### src/rtl/asram_pkg.sv
package asram_pkg;

  typedef enum logic [2:0] {
    PH_IDLE,
    PH_READ,
    PH_WSET,
    PH_WPUL,
    PH_WHLD
  } phase_t;

  // ceiling of t_ns / clk_ns, never below one cycle
  function automatic int cyc_of(input int t_ns, input int clk_ns);
    int c;
    c = t_ns / clk_ns;
    if (c * clk_ns < t_ns) c = c + 1;
    if (c < 1) c = 1;
    return c;
  endfunction

  function automatic int imax(input int a, input int b);
    return (a > b) ? a : b;
  endfunction

endpackage

### src/rtl/asram_timer.sv
module asram_timer #(
  parameter int CW = 4
) (
  input  logic          clk,
  input  logic          rst_n,
  input  logic          load,
  input  logic [CW-1:0] load_val,
  output logic          done
);
  logic [CW-1:0] cnt_q;

  always_ff @(posedge clk) begin
    if (!rst_n)            cnt_q <= '0;
    else if (load)         cnt_q <= load_val;
    else if (cnt_q != '0)  cnt_q <= cnt_q - 1'b1;
  end

  assign done = (cnt_q == '0);
endmodule

### src/rtl/asram_seq.sv
module asram_seq
  import asram_pkg::*;
#(
  parameter int RD_CYC  = 7,
  parameter int SET_CYC = 3,
  parameter int PUL_CYC = 6,
  parameter int HLD_CYC = 1,
  parameter int CW      = 4
) (
  input  logic          clk,
  input  logic          rst_n,
  input  logic          req_valid,
  input  logic          req_write,
  input  logic          tmr_done,
  output phase_t        phase_q,
  output phase_t        phase_d,
  output logic          tmr_load,
  output logic [CW-1:0] tmr_val,
  output logic          accept
);
  assign accept = req_valid && (phase_q == PH_IDLE);

  always_comb begin
    phase_d  = phase_q;
    tmr_load = 1'b0;
    tmr_val  = '0;
    unique case (phase_q)
      PH_IDLE: if (req_valid) begin
        tmr_load = 1'b1;
        if (req_write) begin
          phase_d = PH_WSET;
          tmr_val = CW'(SET_CYC - 1);
        end else begin
          phase_d = PH_READ;
          tmr_val = CW'(RD_CYC - 1);
        end
      end
      PH_READ: if (tmr_done) phase_d = PH_IDLE;
      PH_WSET: if (tmr_done) begin
        phase_d  = PH_WPUL;
        tmr_load = 1'b1;
        tmr_val  = CW'(PUL_CYC - 1);
      end
      PH_WPUL: if (tmr_done) begin
        phase_d  = PH_WHLD;
        tmr_load = 1'b1;
        tmr_val  = CW'(HLD_CYC - 1);
      end
      PH_WHLD: if (tmr_done) phase_d = PH_IDLE;
      default: phase_d = PH_IDLE;
    endcase
  end

  always_ff @(posedge clk) begin
    if (!rst_n) phase_q <= PH_IDLE;
    else        phase_q <= phase_d;
  end
endmodule

### src/rtl/asram_pins.sv
module asram_pins
  import asram_pkg::*;
#(
  parameter int AW = 17,
  parameter int DW = 8
) (
  input  logic          clk,
  input  logic          rst_n,
  input  phase_t        phase_d,
  input  logic          accept,
  input  logic [AW-1:0] req_addr,
  input  logic [DW-1:0] req_wdata,
  output logic [AW-1:0] mem_addr,
  output logic          mem_cs1_n,
  output logic          mem_cs2,
  output logic          mem_we_n,
  output logic          mem_oe_n,
  output logic [DW-1:0] mem_dq_out,
  output logic          mem_dq_oe
);
  always_ff @(posedge clk) begin
    if (!rst_n) begin
      mem_cs1_n <= 1'b1;
      mem_cs2   <= 1'b0;
      mem_we_n  <= 1'b1;
      mem_oe_n  <= 1'b1;
      mem_dq_oe <= 1'b0;
    end else begin
      mem_cs1_n <= (phase_d == PH_IDLE);
      mem_cs2   <= (phase_d != PH_IDLE);
      mem_we_n  <= (phase_d != PH_WPUL);
      mem_oe_n  <= (phase_d != PH_READ);
      mem_dq_oe <= (phase_d == PH_WPUL) || (phase_d == PH_WHLD);
    end
  end

  always_ff @(posedge clk) begin
    if (!rst_n) begin
      mem_addr   <= '0;
      mem_dq_out <= '0;
    end else if (accept) begin
      mem_addr   <= req_addr;
      mem_dq_out <= req_wdata;
    end
  end
endmodule

### src/rtl/asram_ctrl.sv
module asram_ctrl
  import asram_pkg::*;
#(
  parameter int AW       = 17,
  parameter int DW       = 8,
  parameter int CLK_NS   = 10,
  parameter int T_ACC_NS = 70,
  parameter int T_RC_NS  = 70,
  parameter int T_WC_NS  = 70,
  parameter int T_WP_NS  = 55,
  parameter int T_DW_NS  = 30,
  parameter int T_HZ_NS  = 30
) (
  input  logic          clk,
  input  logic          rst_n,
  input  logic          req_valid,
  output logic          req_ready,
  input  logic [AW-1:0] req_addr,
  input  logic          req_write,
  input  logic [DW-1:0] req_wdata,
  output logic          rsp_valid,
  output logic [DW-1:0] rsp_data,
  output logic [AW-1:0] mem_addr,
  output logic          mem_cs1_n,
  output logic          mem_cs2,
  output logic          mem_we_n,
  output logic          mem_oe_n,
  output logic [DW-1:0] mem_dq_out,
  input  logic [DW-1:0] mem_dq_in,
  output logic          mem_dq_oe
);
  localparam int RD_CYC  = imax(cyc_of(T_ACC_NS, CLK_NS), cyc_of(T_RC_NS, CLK_NS));
  localparam int HZ_CYC  = cyc_of(T_HZ_NS, CLK_NS);
  localparam int PUL_CYC = imax(cyc_of(T_WP_NS, CLK_NS), cyc_of(T_DW_NS, CLK_NS));
  localparam int HLD_CYC = imax(1, cyc_of(T_WC_NS, CLK_NS) - HZ_CYC - PUL_CYC);
  localparam int MAX_CYC = imax(imax(RD_CYC, HZ_CYC), imax(PUL_CYC, HLD_CYC));
  localparam int CW      = $clog2(MAX_CYC + 1);

  phase_t        phase_q, phase_d;
  logic          tmr_load, tmr_done, accept;
  logic [CW-1:0] tmr_val;

  // named internal events, observed by the checker
  logic rd_capture;
  logic wr_strobe_end;

  asram_seq #(
    .RD_CYC(RD_CYC), .SET_CYC(HZ_CYC), .PUL_CYC(PUL_CYC),
    .HLD_CYC(HLD_CYC), .CW(CW)
  ) u_seq (
    .clk(clk), .rst_n(rst_n), .req_valid(req_valid), .req_write(req_write),
    .tmr_done(tmr_done), .phase_q(phase_q), .phase_d(phase_d),
    .tmr_load(tmr_load), .tmr_val(tmr_val), .accept(accept)
  );

  asram_timer #(.CW(CW)) u_tmr (
    .clk(clk), .rst_n(rst_n), .load(tmr_load), .load_val(tmr_val), .done(tmr_done)
  );

  asram_pins #(.AW(AW), .DW(DW)) u_pins (
    .clk(clk), .rst_n(rst_n), .phase_d(phase_d), .accept(accept),
    .req_addr(req_addr), .req_wdata(req_wdata), .mem_addr(mem_addr),
    .mem_cs1_n(mem_cs1_n), .mem_cs2(mem_cs2), .mem_we_n(mem_we_n),
    .mem_oe_n(mem_oe_n), .mem_dq_out(mem_dq_out), .mem_dq_oe(mem_dq_oe)
  );

  assign req_ready     = (phase_q == PH_IDLE);
  assign rd_capture    = (phase_q == PH_READ) && tmr_done;
  assign wr_strobe_end = (phase_q == PH_WPUL) && tmr_done;

  always_ff @(posedge clk) begin
    if (!rst_n) begin
      rsp_valid <= 1'b0;
      rsp_data  <= '0;
    end else begin
      rsp_valid <= rd_capture;
      if (rd_capture) rsp_data <= mem_dq_in;
    end
  end
endmodule

### config.mk
export PLATFORM = sky130hd
export DESIGN_NAME = asram_ctrl
export DESIGN_NICKNAME = d
export VERILOG_FILES = /design/src/rtl/asram_pkg.sv /design/src/rtl/asram_timer.sv /design/src/rtl/asram_seq.sv /design/src/rtl/asram_pins.sv /design/src/rtl/asram_ctrl.sv
export SDC_FILE = /design/constraint.sdc
export NUM_CORES = 1
export LEC_CHECK = 0
export ABC_CLOCK_PERIOD_IN_PS = 1800
export CAP_MARGIN = 40
export CORE_ASPECT_RATIO = 0.7
export CORE_MARGIN = 2
export CORE_UTILIZATION = 41
export CTS_CLUSTER_DIAMETER = 100
export DETAILED_ROUTE_END_ITERATION = 8
export HOLD_SLACK_MARGIN = 0.03
export PLACE_DENSITY_LB_ADDON = 0.15
export SYNTH_ARGS = -nofsm -noshare
export SYNTH_HDL_FRONTEND = slang
export SYNTH_SLANG_ARGS = --single-unit
### constraint.sdc
create_clock -name clk -period 1.8 [get_ports clk]
set_input_delay 0.27 -clock clk [delete_from_list [all_inputs] [get_ports clk]]
set_output_delay 0.27 -clock clk [all_outputs]
set_load 0.005 [all_outputs]
* Word level (Yosys, flattened, before mapping)
Cells that the tools add are included.
Storage, ports and cells: logic and storage cells 46, register bits 45, bits of input ports 37
Operators by class: reductions and logical operators 11, mux-type cells 15, equality and inequality tests 8, add/sub/neg operators 1
Operators with widths (number):
- 2-to-1 mux 3 bit | 9
- case mux 3 bit (4 select lines) | 1
- == test 3 x 2 -> 1 bit, second input constant | 3
- zero test 3 bit | 3
- == test 3 bit, second input constant | 2
- case mux 3 bit (2 select lines) | 1
- nonzero test 3 bit | 2
- OR reduction 2 bit | 2
- == test 3 x 1 -> 1 bit, second input constant | 1
- != test 3 x 1 -> 1 bit, second input constant | 1
- != test 3 x 2 -> 1 bit, second input constant | 1
- subtractor 3 x 1 -> 3 bit, second input constant | 1
- logical AND 1 bit | 2
- 2-to-1 mux 1 bit | 2
- 2-to-1 mux 2 bit | 1
- case mux 1 bit (2 select lines) | 1
- nonzero test 2 bit | 1
- logical OR 1 bit | 1

* Depth between registers and ports, before layout
Gate-level depths: netlist (run 1).
word-level depth 5, depth in mapped cells 7, mapped depth without buffers 6

* Hierarchy
From an unflattened synthesis (run 1), not the netlist that was laid out.
Unflattened totals: cell total of the unflattened synthesis 178, area total of the unflattened synthesis 1898.1 um2
By module, submodules not included:
- asram_pins | sequential area each 600.6 um2, cells each 93, area an instance 1116.1 um2, instances 1
- asram_ctrl | sequential area each 180.2 um2, cells each 39, area an instance 369.1 um2, instances 1
- asram_seq | sequential area each 60.1 um2, cells each 24, area an instance 207.7 um2, instances 1
- asram_timer | sequential area each 60.1 um2, cells each 22, area an instance 205.2 um2, instances 1

* Worst setup path before layout (run 1)
Ideal clock, no wire load.
path kind register to register, start point register u_tmr.cnt_q[0], end point register rsp_data[0], stages on the path, launching flop included 8, data arrival time 1.345 ns, slack 0.328 ns, period minus slack after synthesis 1.472 ns, required time 1.672 ns, cells stage by stage dfxtp_1 -> inv_1 -> ha_1 -> nand3b_1 -> or3_1 -> buf_2 -> mux2i_1 -> nor2_1
Between the ends: longest elaborated chain between the ends 2
Ends and longest elaborated chain:
- start, declared | RTL line asram_timer.sv:10 | logic [CW-1:0] cnt_q;
- start signal, assigned | RTL line asram_timer.sv:14 | else if (load) cnt_q <= load_val;
- start signal, assigned | RTL line asram_timer.sv:15 | else if (cnt_q != '0) cnt_q <= cnt_q - 1'b1;
- zero test 3 bit | RTL line asram_timer.sv:18 | assign done = (cnt_q == '0);
- logical AND 1 bit | RTL line asram_ctrl.sv:68 | assign rd_capture = (phase_q == PH_READ) && tmr_done;
- end signal, assigned | RTL line asram_ctrl.sv:77 | if (rd_capture) rsp_data <= mem_dq_in;
- end, declared | RTL line asram_ctrl.sv:22 | output logic [DW-1:0] rsp_data,
No other way between the ends. A chain may end at the register's enable or synchronous reset.

* Worst setup path in the final report (run 1)
start point register u_tmr.cnt_q[0], end point register rsp_data[5]
Same word-level chain as after synthesis.

==> results.txt, run 1 <==
----------------------------------------------------
[Global route]
  Sum of overflow across all layers after global routing ... 0
  Wire length of the first global-routing pass ... approximately 6500 um
  Via count of the first global-routing pass ... 1449
  Aggregate global-route resource usage ... 18.1%
  Pin count of the biggest net entering global routing ... 36
  Initial antenna violation count ... 0

[Timing]
  Transition time at the pin with the least slew margin ... 0.402 ns
  Setup TNS ... 0 ns
  Worst slew margin relative to its limit ... 73.2%
  Share of the cycle needed by the critical path after routing ... 86.3%
  Worst-case setup margin in the final layout ... 0.247 ns
  Setup violations, final ... 0
  FMAX ... 0.644 GHz
  RSZ-0062 raised after global routing ... false
  Post-layout min period ... 1.55 ns
  Pins over their slew limit ... 0
  Number of endpoints with negative hold slack in the final report ... 0
  Largest clock skew in the final design ... 0.00551 ns

[Min path]
  Type of the most critical hold path ... reg2reg
  Hold Crit Depth ... 2

[Clocking]
  Total number of H-tree levels ... 2
  Number of buffers on the longest clock path ... 2
  TritonCTS Buffers ... 5
  CTS tree ... yes
  Post-cts repair resize count ... 0
  TritonCTS Sinks ... 45
  Total setup buffers inserted after CTS ... 0
  Hold-fix buffer count after cts ... 0
  Clk slew on worst S/H paths ... around 0.07 ns
  Root cell of the clock tree ... sky130_fd_sc_hd__clkbuf_8
  Clock insertion delay at the later pin of the skew report ... approximately 0.28 ns

[Synth]
  Number of enable flip-flop cells after synthesis ... 0
  Fraction of synthesized cell area taken by the top area cell type ... 52.9%
  Avg Synthesized Cell Area ... 8.51 um2
  Net count of the mapped netlist ... 239
  Sequential area share after synthesis ... between 50% and 60%
  Yosys warning count ... 0
  Post-synthesis cell area ... between 1500 and 2000 um2
  Main area contributors after synthesis ... sky130_fd_sc_hd__dfxtp_1 53%, sky130_fd_sc_hd__nand2_1 12%, sky130_fd_sc_hd__a21oi_1 9.1%
  Gate count after technology mapping ... 200
  Share of flip-flops with an asynchronous set or reset ... 0%
  Count of different cell masters after synthesis ... 31
  Most common cell in the netlist ... sky130_fd_sc_hd__nand2_1
  Biggest area consumer among synthesized cells ... sky130_fd_sc_hd__dfxtp_1
  Number of synthesized register bits ... 45
  Most numerous cell types in the synthesized netlist ... 55 x sky130_fd_sc_hd__nand2_1, 45 x sky130_fd_sc_hd__dfxtp_1, 31 x sky130_fd_sc_hd__a21oi_1
  Predominant post-synthesis flop cell ... sky130_fd_sc_hd__dfxtp_1

[Route]
  Number of vias per cell after detailed routing ... 4.70
  Residual DRC ... 0
  Drt first pass iters ... 4
  Antenna Nets Post-Route ... 0
  Routed wire length ... 4050 um
  Post-detailed-route wirelength per cell ... between 10 and 15 um
  Total vias in the final route ... between 1500 and 2000
  First DRT Iteration DRCs ... 67

[Die]
  Starting Density ... 43.2%
  Core area ... 3950 um2
  Site Rows ... 19
  Chip width ... 81.0 um
  Num ports ... 77
  Height of the die ... a little under 60 um
  Area of the die ... 4690 um2

[Critical path]
  Kind of start point of the critical path ... register
  Endpoint class of the critical path ... register
  Crit-path max FO ... 9
  Arr. time, crit path ... 1.72 ns
  Worst r2r path cells ... 6
  Critical Setup Path Class ... reg2reg
  Data required time at the worst endpoint ... a little under 2 ns

[Power]
  Static Leak ... 0.00106 uW
  Post-layout total power ... 2400 uW
  Cell Int Power ... ~1800 uW
  Sequential cell fraction of total power ... a little under half
  Logic gate share of total power ... 27.2%
  Net Sw Frac ... between 20% and 30%
  Worst vdd ir ... 0.591 mV
  Clock share of power ... 25.0%
  Switching power summed over all nets ... about 640 uW
  Power per standard cell area ... 920 nW/um2

[Placed design]
  Post-placement cell area ... about 2500 um2
  Worst slack after detailed placement ... 0.0824 ns
  Port-buffer cells ... 76
  Final weighted congestion in routability-driven placement ... 0.801
  Dpl hpwl ... 2900 um

[Layout]
  Post-route cell area ... 2610 um2
  Antenna cells ... 0
  Share of cells above drive strength 1 ... around 5.1%
  Area growth from synthesis to final layout ... 53.1%
  Number of nets at the end of the flow ... 315
  Final-layout fill cell count ... 319

[Run status]
  Outcome ... complete, no violations

[Flow run]
  Number of max-capacitance violations reported ... 0

----------------------------------------------------
through the flow:
step                      utilization [%]  hold WS (ns)  instances
final                                66.1         0.455        328
after floorplan                         -         0.332        200
after detailed placement             63.7         0.449        321
after global placement               63.7         0.442        321
after global routing                 66.1         0.477        328
after CTS                            65.9         0.459        328
critical path, cell delays in order (launching register included):
cell	delay, ns
sky130_fd_sc_hd__dfxtp_1	0.30
sky130_fd_sc_hd__inv_1	0.10
sky130_fd_sc_hd__ha_1	0.20
sky130_fd_sc_hd__nand3b_1	0.15
sky130_fd_sc_hd__or3_4	0.45
sky130_fd_sc_hd__mux2i_1	0.19
sky130_fd_sc_hd__nor2_1	0.05
kinds of logic (layout without fill, tap and decap cells):
kind of cell | Yosys count | in the layout | synth area share, %
AOI/OAI and AO/OA | 41 | 41 | 13.1
muxes | 8 | 8 | 4.70
adders and majority gates | 2 | 2 | 1.47
buffers and inverters | 17 | 93 | 4.19
xor gates and xnor gates | 1 | 1 | 0.514
and+or+nand+nor | 86 | 86 | 23.1
DFF | 45 | 45 | 52.9
path summary, 6_finish.rpt:
| kind | startpoint | endpoint | slack (ns) |
|---|---|---|---|
| setup / recovery | u_tmr.cnt_q[0] | rsp_data[5] | 0.25 |
| hold / removal | u_pins.mem_addr[1] | u_pins.mem_addr[1] | 0.45 |
| setup reg to reg | u_tmr.cnt_q[0] | rsp_data[5] | 0.25 |
| hold reg to reg | u_pins.mem_addr[1] | u_pins.mem_addr[1] | 0.45 |
metal layers:
| layer | GRT usage, % | wire, um |
|---|---|---|
| met5 | 0 | 0 |
| met4 | 4.36 | 16 |
| met3 | 9.97 | 380 |
| met2 | 27.2 | 1730 |
| met1 | 23.0 | 1920 |
power by group through the flow:
stage	Sequential (uW)	Clock, uW	Combinational (uW)
2_1_floorplan	1170	0	341
3_3_place_gp	1170	0	652
3_5_place_dp	1170	0	653
4_1_cts	1150	625	655
5_1_grt	1160	681	732
6_report	1150	599	652
cell type report:
class | instances | area, um2 | share of cell area (%)
sequential | 45 | 901 | 34.5
inverter | 5 | 18.8 | 0.720
timing repair buffer | 81 | 801 | 30.7
multi-input combinational | 138 | 736 | 28.2
clock buffer | 7 | 86.3 | 3.31
tap | 52 | 65.1 | 2.50
registers in the layout (all words and copies together), names as in the netlist, 3 cells and up:
signal and flops:
rsp_data 8, u_pins.mem_addr 17, u_pins.mem_dq_out 8, u_seq.phase_q 3
u_tmr.cnt_q 3
layout by cell type, fill, tap and decap left out, drive strengths merged, types with 2 or more instances in the layout:
cell type       n
nand2b          4
o21ai           3
buf             5
dfxtp          45
nand2          55
inv             4
mux2i           8
clkdlybuf4s50  75
ha              2
nand3b          2
a31oi           2
nor2           13
clkbuf          7
and2            2
a21oi          31
nor2b           2
(Power assumes the default switching activity.)
==> run 2, diff against run 1 <==
Settings changed: ABC_CLOCK_PERIOD_IN_PS 1800 to 1300, CORE_UTILIZATION 41 to 37.
Clock period 1.8 ns to 1.3 ns, I/O delays scaled along.
==> results.txt, run 2 (synthesized netlist as in run 1, its figures left out) <==
----------------------------------------------------
[Run status]
  Outcome ... finished with violations
  Failing checks ... setup timing

[Layout]
  Most frequent standard cell in the layout excluding fill and tap cells ... sky130_fd_sc_hd__nand2_1
  Number of flip-flops in the largest register ... 17
  Number of nets at the end of the flow ... 336
  Most frequent cells in the layout ... 50 x sky130_fd_sc_hd__nand2_1, 36 x sky130_fd_sc_hd__dlygate4sd2_1, 35 x sky130_fd_sc_hd__clkdlybuf4s50_1
  Final-layout fill cell count ... 393
  Total area of multi-input combinational cells ... between 800 and 900 um2
  Share of cells above drive strength 1 ... 22.5%
  Largest registers in the final layout ... u_pins.mem_addr: 17 flops, rsp_data: 8 flops, u_pins.mem_dq_out: 8 flops
  Post-route cell area ... just under 3000 um2
  Register ranked first by flip-flop count ... u_pins.mem_addr
  Register Area ... about 920 um2
  Number of cells in the finished layout apart from fillers ... 353
  Area growth from synthesis to final layout ... 69.9%
  Final core utilization ... 66.1%
  Antenna cells ... 0

[Power]
  Power per standard cell area ... 1230 nW/um2
  Static Leak ... 0.00138 uW
  Worst vdd ir ... 0.719 mV

[Route]
  Antenna Nets Post-Route ... 0
  Routed wire length ... 4620 um
  Total vias in the final route ... roughly 1700
  Residual DRC ... 0
  First DRT Iteration DRCs ... slightly below 50
  Number of vias per cell after detailed routing ... around 4.7
  Drt first pass iters ... 6
  Post-detailed-route wirelength per cell ... between 10 and 15 um

[Die]
  Area of the die ... a little over 5000 um2
  Starting Density ... between 30% and 40%
  Core area ... 4380 um2
  Num ports ... 77
  Height of the die ... 60.8 um
  Site Rows ... 20
  Chip width ... around 85 um

[Critical path]
  Worst path depth ... 7
  End point of the critical path ... rsp_data[2]
  Endpoint class of the critical path ... register
  Kind of start point of the critical path ... register
  CP Cell Sequence ... inv_2 -> ha_4 -> nand3b_1 -> or3_4 -> buf_2 -> mux2i_1 -> nor2_1
  Critical Setup Path Class ... reg2reg
  Max stage delay on crit path ... 0.35 ns
  Crit-path max FO ... 4
  CP bufs+invs ... 2
  Category of cells accounting for the largest share of critical-path delay ... simple AND/OR/NAND/NOR gates
  Standard cell with the maximum stage delay on the critical path ... sky130_fd_sc_hd__or3_4
  Arr. time, crit path ... 1.63 ns
  R2R Path End ... rsp_data[2]
  Worst r2r path cells ... 7
  Data required time at the worst endpoint ... 1.48 ns
  Crit path from ... u_tmr.cnt_q[1]
  Internal reg-to-reg setup slack ... -0.15 ns
  Worst reg2reg startpoint ... u_tmr.cnt_q[1]

[Global route]
  Initial antenna violation count ... 0
  Aggregate global-route resource usage ... 17.9%
  Sum of overflow across all layers after global routing ... 0
  Pin count of the biggest net entering global routing ... 36
  Wire length of the first global-routing pass ... about 7100 um
  Via count of the first global-routing pass ... 1533

[Min path]
  Type of the most critical hold path ... in2reg
  HP Start ... req_valid

[Clocking]
  Hold-fix buffer count after cts ... 0
  TritonCTS Buffers ... 5
  Clock insertion delay at the later pin of the skew report ... around 0.29 ns
  Number of buffers on the longest clock path ... 2
  TritonCTS Sinks ... 45
  Total number of H-tree levels ... 2
  Clk slew on worst S/H paths ... ~0.080 ns
  CTS tree ... yes
  Root cell of the clock tree ... sky130_fd_sc_hd__clkbuf_8

[Timing]
  RSZ-0062 raised after global routing ... true
  FMAX ... 0.690 GHz
  Transition time at the pin with the least slew margin ... ~0.29 ns
  Worst slew margin relative to its limit ... 80.1%
  Post-layout min period ... ~1.4 ns
  Share of the cycle needed by the critical path after routing ... 111%
  Setup TNS ... -1.24 ns
  Largest clock skew in the final design ... 0.00801 ns
  Number of endpoints with negative hold slack in the final report ... 0
  Pins over their slew limit ... 0
  Worst-case setup margin in the final layout ... -0.149 ns
  Setup violations, final ... 11

[Flow run]
  Number of max-capacitance violations reported ... 0

[Placed design]
  Worst slack after detailed placement ... -0.269 ns
  Post-placement cell area ... 2650 um2
  Dpl hpwl ... 3100 um
  Port-buffer cells ... 76
  Final weighted congestion in routability-driven placement ... ~0.9
  Number of instances in the placed design ... approximately 340

----------------------------------------------------
==> run 2: changes by cell type in the layout (fill, tap and decap cells not counted), moves of 4 or more <==
cell	before	now
sky130_fd_sc_hd__clkdlybuf4s50_1	75	35
sky130_fd_sc_hd__dlygate4sd2_1	0	36
sky130_fd_sc_hd__dfxtp_1	45	31
sky130_fd_sc_hd__dfxtp_2	0	13
sky130_fd_sc_hd__buf_4	5	16
sky130_fd_sc_hd__nand2_1	55	50
sky130_fd_sc_hd__buf_6	0	4
sky130_fd_sc_hd__nand2_2	0	4
==> run 2: what timing repair did <==
item                       in CTS  in global routing
pin swaps                       2                  8
setup endpoints to repair      76                 48
buffers inserted                4                  2
gates resized for setup        72                 16
gates cloned                    2                  1
==> run 2: metal layers <==
layer	part of all wire [%]	GRT usage [%]	wire (um)
met5	0	0	0
met4	1.9	6.12	87
met3	8.1	6.39	374
met2	44	28.1	2040
met1	46	23.2	2120
==> run 2: cell type report <==
class	instances	area share, %
Tap cell	55	2.38
Clock buffer	6	2.51
Inverter	5	0.649
Clock inverter	2	0.346
Multi-Input combinational cell	138	28.0
Timing Repair Buffer	102	34.3
Sequential cell	45	31.8
==> run 2: how the worst min path moves through the flow <==
stage | end | slack, ns | depth (start not counted)
global placement | u_pins.mem_dq_out[6] | 0.44 | 2
finish | u_pins.mem_oe_n | 0.38 | 3
CTS | u_pins.mem_addr[14] | 0.43 | 3
detailed placement | u_pins.mem_addr[15] | 0.45 | 2
floorplan | u_pins.mem_cs1_n | 0.26 | 1
global route | u_pins.mem_oe_n | 0.40 | 3
==> run 2: tightest hold or removal path, delay by kind of cell <==
kind | cells | cell delay, ns
AOI/OAI and AO/OA | 1 | 0.17
and+or+nand+nor | 1 | 0.09
buffers and inverters | 1 | 0.18
==> run 2: power breakdown <==
part           internal [uW]  switching (uW)
Clock                    373             442
Sequential              1520            76.4
Combinational            648             493
Total                   2540            1010
==> run 2: per-stage QoR <==
step	total power (uW)	hold WS [ns]
floorplan	2130	0.257
global route	3790	0.397
CTS	3590	0.428
detailed placement	2670	0.446
finish	3560	0.378
global placement	2660	0.441
==> run 3, diff against run 2 <==
Settings changed: CAP_MARGIN 40 to default.
==> results of run 3 <==
Final layout, timing and power as in run 2 (identical DEF).
